===== src/rtl/spi_sh_pkg.sv =====
package spi_sh_pkg;
  // register byte offsets
  localparam int unsigned OFS_FUNC  = 32'h00;
  localparam int unsigned OFS_CTRL  = 32'h04;
  localparam int unsigned OFS_IOC   = 32'h08;
  localparam int unsigned OFS_TXD   = 32'h10;
  localparam int unsigned OFS_SHIFT = 32'h14;
  localparam int unsigned OFS_RXD   = 32'h18;

  // shift-control field positions
  localparam int unsigned START_BIT = 31;
  localparam int unsigned CSEL_LSB  = 28;
  localparam int unsigned TERM_BIT  = 26;

  // I/O control field positions
  localparam int unsigned IOC_CS_LSB   = 16;
  localparam int unsigned IOC_MOSI_BIT = 0;

  typedef enum logic {
    ENG_IDLE  = 1'b0,
    ENG_SHIFT = 1'b1
  } eng_state_e;
endpackage


===== src/rtl/spi_sh_rst_sync.sv =====
module spi_sh_rst_sync #(
  parameter int unsigned STAGES = 2
) (
  input  logic clk,
  input  logic rst_ni,
  output logic rst_no
);
  logic [STAGES-1:0] sync_q;

  always_ff @(posedge clk or negedge rst_ni) begin
    if (!rst_ni) sync_q <= '0;
    else         sync_q <= {sync_q[STAGES-2:0], 1'b1};
  end

  assign rst_no = sync_q[STAGES-1];
endmodule


===== src/rtl/spi_sh_regs.sv =====
module spi_sh_regs
  import spi_sh_pkg::*;
#(
  parameter int unsigned DATA_W = 32,
  parameter int unsigned ADDR_W = 5,
  parameter int unsigned DIV_W  = 6,
  parameter int unsigned CNT_W  = 6,
  parameter int unsigned NUM_CS = 3
) (
  input  logic              clk,
  input  logic              rst_n,
  input  logic              wr_i,
  input  logic [ADDR_W-1:0] addr_i,
  input  logic [DATA_W-1:0] wdata_i,
  output logic [DATA_W-1:0] rdata_o,
  input  logic              busy_i,
  input  logic              done_i,
  input  logic [DATA_W-1:0] rx_i,
  output logic [DIV_W-1:0]  div_o,
  output logic [DATA_W-1:0] tx_o,
  output logic [NUM_CS-1:0] cs_idle_o,
  output logic              mosi_idle_o,
  output logic              start_any_o,
  output logic              start_shift_o,
  output logic              start_imm_o,
  output logic [NUM_CS-1:0] sel_o,
  output logic              term_o,
  output logic [CNT_W-1:0]  count_o
);
  localparam logic [CNT_W:0]  FULL_CNT = (CNT_W+1)'(DATA_W);
  localparam logic [DATA_W-1:0] IOC_RST =
    DATA_W'(((1 << NUM_CS) - 1) << IOC_CS_LSB);

  logic              en_q;
  logic [DIV_W-1:0]  div_q;
  logic [NUM_CS-1:0] csidle_q;
  logic              mosiidle_q;
  logic [DATA_W-1:0] tx_q;
  logic [DATA_W-1:0] din_q;
  logic [NUM_CS-1:0] cfg_sel_q;
  logic              cfg_term_q;
  logic [CNT_W-1:0]  cfg_cnt_q;

  logic hit_func, hit_ctrl, hit_ioc, hit_txd, hit_shift;
  logic func_we, ctrl_we, ioc_we, txd_we, cfg_we, din_we;
  logic start_req, cnt_ok;
  logic [CNT_W-1:0] wcnt;

  // write decode and clock enables
  always_comb begin
    hit_func  = wr_i && (addr_i == ADDR_W'(OFS_FUNC));
    hit_ctrl  = wr_i && (addr_i == ADDR_W'(OFS_CTRL));
    hit_ioc   = wr_i && (addr_i == ADDR_W'(OFS_IOC));
    hit_txd   = wr_i && (addr_i == ADDR_W'(OFS_TXD));
    hit_shift = wr_i && (addr_i == ADDR_W'(OFS_SHIFT));
    wcnt      = wdata_i[CNT_W-1:0];
    cnt_ok    = (wcnt != '0) && ({1'b0, wcnt} <= FULL_CNT);
    start_req = hit_shift && wdata_i[START_BIT] && en_q && !busy_i;
    func_we   = hit_func;
    ctrl_we   = hit_ctrl && !busy_i;
    ioc_we    = hit_ioc;
    txd_we    = hit_txd && !busy_i;
    cfg_we    = start_req;
    din_we    = done_i;
  end

  always_ff @(posedge clk or negedge rst_n) begin
    if (!rst_n) begin
      en_q       <= 1'b0;
      div_q      <= '0;
      csidle_q   <= IOC_RST[IOC_CS_LSB +: NUM_CS];
      mosiidle_q <= IOC_RST[IOC_MOSI_BIT];
      tx_q       <= '0;
      din_q      <= '0;
      cfg_sel_q  <= '0;
      cfg_term_q <= 1'b0;
      cfg_cnt_q  <= '0;
    end else begin
      if (func_we) en_q <= wdata_i[0];
      if (ctrl_we) div_q <= wdata_i[DIV_W-1:0];
      if (ioc_we) begin
        csidle_q   <= wdata_i[IOC_CS_LSB +: NUM_CS];
        mosiidle_q <= wdata_i[IOC_MOSI_BIT];
      end
      if (txd_we) tx_q <= wdata_i;
      if (din_we) din_q <= rx_i;
      if (cfg_we) begin
        cfg_sel_q  <= wdata_i[CSEL_LSB +: NUM_CS];
        cfg_term_q <= wdata_i[TERM_BIT];
        cfg_cnt_q  <= wcnt;
      end
    end
  end

  // read mux
  always_comb begin
    rdata_o = '0;
    unique case (addr_i)
      ADDR_W'(OFS_FUNC): rdata_o[0] = en_q;
      ADDR_W'(OFS_CTRL): rdata_o[DIV_W-1:0] = div_q;
      ADDR_W'(OFS_IOC): begin
        rdata_o[IOC_CS_LSB +: NUM_CS] = csidle_q;
        rdata_o[IOC_MOSI_BIT]         = mosiidle_q;
      end
      ADDR_W'(OFS_TXD): rdata_o = tx_q;
      ADDR_W'(OFS_SHIFT): begin
        rdata_o[START_BIT]          = busy_i;
        rdata_o[CSEL_LSB +: NUM_CS] = cfg_sel_q;
        rdata_o[TERM_BIT]           = cfg_term_q;
        rdata_o[CNT_W-1:0]          = cfg_cnt_q;
      end
      ADDR_W'(OFS_RXD): rdata_o = din_q;
      default: rdata_o = '0;
    endcase
  end

  assign div_o         = div_q;
  assign tx_o          = tx_q;
  assign cs_idle_o     = csidle_q;
  assign mosi_idle_o   = mosiidle_q;
  assign start_any_o   = start_req;
  assign start_shift_o = start_req && cnt_ok;
  assign start_imm_o   = start_req && !cnt_ok;
  assign sel_o         = wdata_i[CSEL_LSB +: NUM_CS];
  assign term_o        = wdata_i[TERM_BIT];
  assign count_o       = wcnt;

  // received word only changes at burst completion
  a_r5_din_hold: assert property (@(posedge clk) disable iff (!rst_n)
    !$past(done_i) |-> $stable(din_q));
  // transmit data and divider frozen while busy
  a_r7_tx_frozen: assert property (@(posedge clk) disable iff (!rst_n)
    $past(busy_i) |-> ($stable(tx_q) && $stable(div_q)));
endmodule


===== src/rtl/spi_sh_engine.sv =====
module spi_sh_engine
  import spi_sh_pkg::*;
#(
  parameter int unsigned DATA_W = 32,
  parameter int unsigned DIV_W  = 6,
  parameter int unsigned CNT_W  = 6
) (
  input  logic              clk,
  input  logic              rst_n,
  input  logic              start_i,
  input  logic [CNT_W-1:0]  count_i,
  input  logic [DATA_W-1:0] tx_i,
  input  logic [DIV_W-1:0]  div_i,
  input  logic              miso_i,
  input  logic              mosi_idle_i,
  output logic              busy_o,
  output logic              done_o,
  output logic              sclk_o,
  output logic              mosi_o,
  output logic [DATA_W-1:0] rx_o
);
  localparam logic [CNT_W:0] FULL_CNT = (CNT_W+1)'(DATA_W);

  eng_state_e        state_q, state_d;
  logic [DIV_W-1:0]  half_q, half_d;
  logic [CNT_W-1:0]  bits_q, bits_d;
  logic              sclk_q, sclk_d;
  logic [DATA_W-1:0] txsr_q, txsr_d;
  logic [DATA_W-1:0] rx_q, rx_d;
  logic              half_end, last_bit, fall_edge, run_en;
  logic [CNT_W:0]    align;

  always_comb begin
    half_end  = (half_q == '0);
    last_bit  = (bits_q == CNT_W'(1));
    fall_edge = (state_q == ENG_SHIFT) && half_end && sclk_q;
    align     = FULL_CNT - {1'b0, count_i};
    run_en    = start_i || (state_q == ENG_SHIFT);

    state_d = state_q;
    half_d  = half_q;
    bits_d  = bits_q;
    sclk_d  = sclk_q;
    txsr_d  = txsr_q;
    rx_d    = rx_q;

    unique case (state_q)
      ENG_IDLE: begin
        if (start_i) begin
          state_d = ENG_SHIFT;
          half_d  = div_i;
          bits_d  = count_i;
          sclk_d  = 1'b0;
          txsr_d  = tx_i << align;
          rx_d    = '0;
        end
      end
      ENG_SHIFT: begin
        if (!half_end) begin
          half_d = half_q - DIV_W'(1);
        end else begin
          half_d = div_i;
          if (!sclk_q) begin
            sclk_d = 1'b1;
            rx_d   = {rx_q[DATA_W-2:0], miso_i};
          end else begin
            sclk_d = 1'b0;
            bits_d = bits_q - CNT_W'(1);
            txsr_d = {txsr_q[DATA_W-2:0], 1'b0};
            if (last_bit) state_d = ENG_IDLE;
          end
        end
      end
      default: state_d = ENG_IDLE;
    endcase
  end

  always_ff @(posedge clk or negedge rst_n) begin
    if (!rst_n) begin
      state_q <= ENG_IDLE;
      half_q  <= '0;
      bits_q  <= '0;
      sclk_q  <= 1'b0;
      txsr_q  <= '0;
      rx_q    <= '0;
    end else if (run_en) begin
      state_q <= state_d;
      half_q  <= half_d;
      bits_q  <= bits_d;
      sclk_q  <= sclk_d;
      txsr_q  <= txsr_d;
      rx_q    <= rx_d;
    end
  end

  assign busy_o = (state_q == ENG_SHIFT);
  assign done_o = fall_edge && last_bit;
  assign sclk_o = sclk_q;
  assign mosi_o = busy_o ? txsr_q[DATA_W-1] : mosi_idle_i;
  assign rx_o   = rx_q;

  // clock rests low outside a burst
  a_r3_sclk_idle_low: assert property (@(posedge clk) disable iff (!rst_n)
    !busy_o |-> !sclk_q);
  // a burst ends only after a high half period
  a_r2_end_after_high: assert property (@(posedge clk) disable iff (!rst_n)
    $fell(busy_o) |-> $past(sclk_q));
  // data-out holds through the high half
  a_r4_mosi_hold_high: assert property (@(posedge clk) disable iff (!rst_n)
    (sclk_q && $past(sclk_q)) |-> $stable(mosi_o));
  // divider seen by the engine does not move mid-burst
  a_r3_div_stable: assert property (@(posedge clk) disable iff (!rst_n)
    (busy_o && $past(busy_o)) |-> $stable(div_i));
endmodule


===== src/rtl/spi_sh_cs.sv =====
module spi_sh_cs #(
  parameter int unsigned NUM_CS = 3
) (
  input  logic              clk,
  input  logic              rst_n,
  input  logic              start_any_i,
  input  logic              start_imm_i,
  input  logic              start_shift_i,
  input  logic [NUM_CS-1:0] sel_i,
  input  logic              term_i,
  input  logic              done_i,
  input  logic              busy_i,
  input  logic [NUM_CS-1:0] cs_idle_i,
  output logic [NUM_CS-1:0] cs_n_o
);
  logic [NUM_CS-1:0] act_q, act_d;
  logic              term_q;
  logic              act_we, term_we;

  always_comb begin
    act_we  = start_any_i || (done_i && term_q);
    term_we = start_shift_i;
    if (start_any_i) act_d = (start_imm_i && term_i) ? '0 : sel_i;
    else             act_d = '0;
  end

  always_ff @(posedge clk or negedge rst_n) begin
    if (!rst_n) begin
      act_q  <= '0;
      term_q <= 1'b0;
    end else begin
      if (act_we)  act_q  <= act_d;
      if (term_we) term_q <= term_i;
    end
  end

  for (genvar i = 0; i < NUM_CS; i++) begin : g_cs
    assign cs_n_o[i] = act_q[i] ? 1'b0 : cs_idle_i[i];
  end

  // held lines never move in the middle of a burst
  a_r6_act_stable: assert property (@(posedge clk) disable iff (!rst_n)
    (busy_i && $past(busy_i)) |-> $stable(act_q));
  // a releasing burst frees every line
  a_r6_release: assert property (@(posedge clk) disable iff (!rst_n)
    (done_i && term_q) |=> (act_q == '0));
endmodule


===== src/rtl/spi_shift_host.sv =====
module spi_shift_host #(
  parameter int unsigned DATA_W = 32,
  parameter int unsigned ADDR_W = 5,
  parameter int unsigned DIV_W  = 6,
  parameter int unsigned CNT_W  = 6,
  parameter int unsigned NUM_CS = 3
) (
  input  logic              clk,
  input  logic              rst_n,
  input  logic              reg_wr,
  input  logic [ADDR_W-1:0] reg_addr,
  input  logic [DATA_W-1:0] reg_wdata,
  output logic [DATA_W-1:0] reg_rdata,
  output logic              spi_sclk,
  output logic              spi_mosi,
  input  logic              spi_miso,
  output logic [NUM_CS-1:0] spi_cs_n
);
  logic              rst_s_n;
  logic              busy, done;
  logic [DATA_W-1:0] rx_word, tx_word;
  logic [DIV_W-1:0]  div;
  logic [NUM_CS-1:0] cs_idle, sel;
  logic              mosi_idle, term;
  logic              start_any, start_shift, start_imm;
  logic [CNT_W-1:0]  count;

  spi_sh_rst_sync #(.STAGES(2)) u_rst (
    .clk    (clk),
    .rst_ni (rst_n),
    .rst_no (rst_s_n)
  );

  spi_sh_regs #(
    .DATA_W(DATA_W), .ADDR_W(ADDR_W), .DIV_W(DIV_W),
    .CNT_W(CNT_W), .NUM_CS(NUM_CS)
  ) u_regs (
    .clk           (clk),
    .rst_n         (rst_s_n),
    .wr_i          (reg_wr),
    .addr_i        (reg_addr),
    .wdata_i       (reg_wdata),
    .rdata_o       (reg_rdata),
    .busy_i        (busy),
    .done_i        (done),
    .rx_i          (rx_word),
    .div_o         (div),
    .tx_o          (tx_word),
    .cs_idle_o     (cs_idle),
    .mosi_idle_o   (mosi_idle),
    .start_any_o   (start_any),
    .start_shift_o (start_shift),
    .start_imm_o   (start_imm),
    .sel_o         (sel),
    .term_o        (term),
    .count_o       (count)
  );

  spi_sh_engine #(.DATA_W(DATA_W), .DIV_W(DIV_W), .CNT_W(CNT_W)) u_eng (
    .clk         (clk),
    .rst_n       (rst_s_n),
    .start_i     (start_shift),
    .count_i     (count),
    .tx_i        (tx_word),
    .div_i       (div),
    .miso_i      (spi_miso),
    .mosi_idle_i (mosi_idle),
    .busy_o      (busy),
    .done_o      (done),
    .sclk_o      (spi_sclk),
    .mosi_o      (spi_mosi),
    .rx_o        (rx_word)
  );

  spi_sh_cs #(.NUM_CS(NUM_CS)) u_cs (
    .clk           (clk),
    .rst_n         (rst_s_n),
    .start_any_i   (start_any),
    .start_imm_i   (start_imm),
    .start_shift_i (start_shift),
    .sel_i         (sel),
    .term_i        (term),
    .done_i        (done),
    .busy_i        (busy),
    .cs_idle_i     (cs_idle),
    .cs_n_o        (spi_cs_n)
  );

  // an out-of-range count never launches the shifter
  a_r8_no_launch: assert property (@(posedge clk) disable iff (!rst_s_n)
    (start_imm && !busy) |=> !busy);
endmodule


===== config.mk =====
export PLATFORM = sky130hd
export DESIGN_NAME = spi_shift_host
export DESIGN_NICKNAME = d
export VERILOG_FILES = /design/src/rtl/spi_sh_pkg.sv /design/src/rtl/spi_sh_rst_sync.sv /design/src/rtl/spi_sh_regs.sv /design/src/rtl/spi_sh_engine.sv /design/src/rtl/spi_sh_cs.sv /design/src/rtl/spi_shift_host.sv
export SDC_FILE = /design/constraint.sdc
export NUM_CORES = 1
export LEC_CHECK = 0
export ABC_AREA = 1
export BUFFER_PORTS_ARGS = -buffer_cell sky130_fd_sc_hd__clkbuf_2
export CAP_MARGIN = 20
export CORE_MARGIN = 4
export CORE_UTILIZATION = 39
export CTS_CLUSTER_DIAMETER = 100
export DETAILED_ROUTE_END_ITERATION = 7
export SYNTH_ARGS = -nofsm -noshare
export SYNTH_HDL_FRONTEND = slang
export SYNTH_SLANG_ARGS = --single-unit

===== constraint.sdc =====
create_clock -name clk -period 7.5 [get_ports clk]
set_input_delay 1.5 -clock clk [delete_from_list [all_inputs] [get_ports clk]]
set_output_delay 1.5 -clock clk [all_outputs]
set_load 0.03 [all_outputs]

==> results.cfg <==
[detailed_routing]
route.detailed.drc = 0
vias = 8298
final_antenna_net_count = 0
viasPerCell = 5.42
detail_route.wirelength_mm = 26.2
detailedRoute.firstIterationViolations = 794
post_drt_wl_per_cell_um = 17.1
detail_route.first_pass.iterations = 6

[layout]
antenna-diode-count = 0
final.fill_count = 2324
flow.area_growth_from_synthesis_pct = 12.3
post_layout_nets = 1250
drive_gt1_share_pct = 13.6
finalInstanceArea_um2 = 10300

[worst_setup_path]
data_arrival_time_of_the_critical_path_ns = 5.66
reg2reg_setup_slack_ns = 3.42
critical_path.endpoint_type = flop
worst-setup-path-type = input pin to flop
critPathCapture = u_eng.txsr_q[3]
timing.critical_path.required_ns = 7.85
r2r-end = u_eng.txsr_q[3]
path_max_fanout = 62
worst-r2r-cell-count = 10
critical_path.startpoint = reg_wdata[0]
cp-start-kind = input pin
reg_to_reg_startpoint = u_eng.busy_o

[sta]
final.setup.tns_ns = 0
max_clock_freq_mhz = 188
timing.hold.ws_ns = 0.352
slew_headroom_pct = 30.0
rsz0062_at_grt = no
period_needed_ns = 5.31
setup_viol_count_final = 0
fin_skew_ns = 0.0177
layout_worst_path_cycle_share_pct = 70.8
report.final.hold_viol_count = 0
timing_worst_slew_pin_value_ns = 1.05
maxSlewViolCount = 0

[synth]
synthesis.yosys.warnings = 0
synth.yosys.seq_area_share_pct = 46.1
synth_enable_flop_cells = 0
summed_instance_area_of_the_synthesized_netlist_um2 = 9180
synth.distinct_cells = 41
ys_seq_elements = 169
post-synth-top-count-cell = nand2_1
syn_area_per_cell_um2 = 7.83
synthTopCellsByArea = dfrtp_1 45%, nand3_1 12%, nand2_1 9.8%
synth_top_cells_by_count = 240 x nand2_1, 225 x nand3_1, 166 x dfrtp_1
synth_fp_nets = 1219
postSynth.topFlopCell = dfrtp_1
synth_async_reset_ratio_pct = 100
syn-instance-count = 1173
netlist.top_cell.by_area = dfrtp_1
synthDominantCellAreaShare_pct = 45.2

[power]
intPower_w = 0.00183
seq_power_share_pct = 44.3
comb_power_share_pct = 21.1
p_switching_w = 0.000915
power.static_leakage_nw = 4.90
power_w = 0.00275
netSwitchingFraction_pct = 33.3
vdd.ir_drop.worst_mv = 0.168
powerDensity_nw_per_um2 = 267
pwr-share-clk_pct = 34.7

[clock_tree]
clock_sinks = 169
insertion_delay_ns = 0.45
cts_made_buffers = 17
clock_tree.htree_level_count = 4
post-cts-setup-buffer-count = 0
cts.path.max_buffers = 2
cts_tree = yes
clk_pin_slew_ns = 0.08
cts-resized-gates = 0
cts_hold_buffers = 0
root_buffer = clkbuf_16

[global_route]
vias_in_the_first_global_route = 7825
gr-usage-all-layers_pct = 20.2
grt_max_degree = 65
antenna_found_initial = 0
first_pass_grt_wire_length_mm = 42.3
grt_remaining_overflow = 0

[placement]
postPlaceCellArea_um2 = 9660
numPortBuffers = 77
routabilityCongestion = 0.888
post-dp-hpwl_mm = 18.1

[die]
chipWidth_um = 161
floorplan.die_area_um2 = 26100
placeableCoreArea_um2 = 22900
die_height_um = 161
top_level_ports = 78
initial_utilization_pct = 40.1
count_of_standard_cell_rows = 55

[outcome]
run_status = complete, no violations

[worst_hold_path]
class_of_the_tightest_hold_or_removal_check = flop to flop

[flow_run]
number_of_maximum_capacitance_violations = 0
## kinds of logic after synthesis
group / after synthesis / synth area share (%)
buffers and inverters: 169 / 7.89
muxes: 18 / 2.21
other: 1 / 0.0408
adders and majority gates: 5 / 0.681
AOI/OAI and AO/OA: 250 / 15.5
DFF: 169 / 46.1
xor gates and xnor gates: 7 / 0.750
and+or+nand+nor: 554 / 26.8
## power by group through the flow
stage | Combinational (W) | Clock (W) | Sequential, W
floorplan | 0.000448 | 0 | 0.00122
global placement | 0.000567 | 0 | 0.00123
detailed placement | 0.000577 | 0 | 0.00123
CTS | 0.000580 | 0.000974 | 0.00122
global route | 0.000673 | 0.00101 | 0.00124
finish | 0.000579 | 0.000954 | 0.00122
## cell usage in the layout (no fill, tap or decap), types with 6 or more instances in the layout
cell       count
nor2_1        50
clkbuf_16     17
nand2_1      240
dfrtp_1      164
nor3_1         6
a21oi_1       49
nand4_1       13
nand2_2        9
inv_1         88
mux2_2        18
o21ai_1        9
a22o_1        16
o22ai_1        8
buf_4          8
clkbuf_2      77
o211ai_1      19
o21ai_0      134
nand3_1      225
## critical path, stage by stage
cell and delay (ns):
clkbuf_2 0.42, clkinv_1 0.17, ha_1 0.26, nand3_2 0.13, nand2_2 0.74, inv_2 0.06
o21ai_2 0.19, nand2_2 0.12, nand2_2 0.20, nand2_2 0.49, inv_2 0.71, nand2_2 0.34
o32ai_1 0.29
## state kept, by name (all words and copies together), names as in the netlist
register	count
u_cs.act_q	3
u_cs.term_q	1
u_eng.bits_q	6
u_eng.busy_o	1
u_eng.half_q	6
u_eng.rx_o	32
u_eng.sclk_o	1
u_eng.txsr_q	32
u_regs.cfg_cnt_q	6
u_regs.cfg_sel_q	3
u_regs.cfg_term_q	1
u_regs.cs_idle_o	3
u_regs.din_q	32
u_regs.div_o	6
u_regs.en_q	1
u_regs.mosi_idle_o	1
u_regs.tx_o	32
u_rst.sync_q	2
## stage by stage
step / util (%) / setup slack (ns) / std cells
floorplan: - / 2.45 / 1173
global placement: 42.2 / 1.92 / 1498
detailed placement: 42.2 / 1.75 / 1498
CTS: 45.0 / 2.22 / 1530
global route: 45.0 / 1.73 / 1530
finish: 45.0 / 2.19 / 1530
## layer usage
metal / wire (um) / vias to the layer above / share of wire (%) / GRT usage, %
met1: 12700 / 3972 / 48 / 30.3
met4: 387 / 0 / 1.5 / 5.47
li1: - / 4055 / - / -
met3: 1390 / 27 / 5.3 / 3.24
met5: 0 / - / 0 / 0
met2: 11800 / 244 / 45 / 30.4
## layout make-up
class                      count  area, um2  area share [%]
multi-input combinational    835       4230            41.0
clock buffer                  17        425            4.13
sequential                   169       4240            41.1
clock inverter                15        223            2.16
timing repair buffer          85        445            4.32
inverter                      96        360            3.49
tap                          313        392            3.80
## how the worst min path moves through the flow
stage | start | endpoint | slack (ns) | depth (start not counted)
after CTS | u_rst.sync_q[0] | u_rst.sync_q[1] | 0.35 | 0
after detailed placement | u_rst.sync_q[0] | u_rst.sync_q[1] | 0.34 | 0
after global routing | u_rst.sync_q[0] | u_rst.sync_q[1] | 0.36 | 0
after global placement | u_rst.sync_q[0] | u_rst.sync_q[1] | 0.33 | 0
after floorplan | u_rst.sync_q[0] | u_rst.sync_q[1] | 0.33 | 0
final | u_rst.sync_q[0] | u_rst.sync_q[1] | 0.35 | 0
Note: power is estimated with default switching activity, not from simulation.
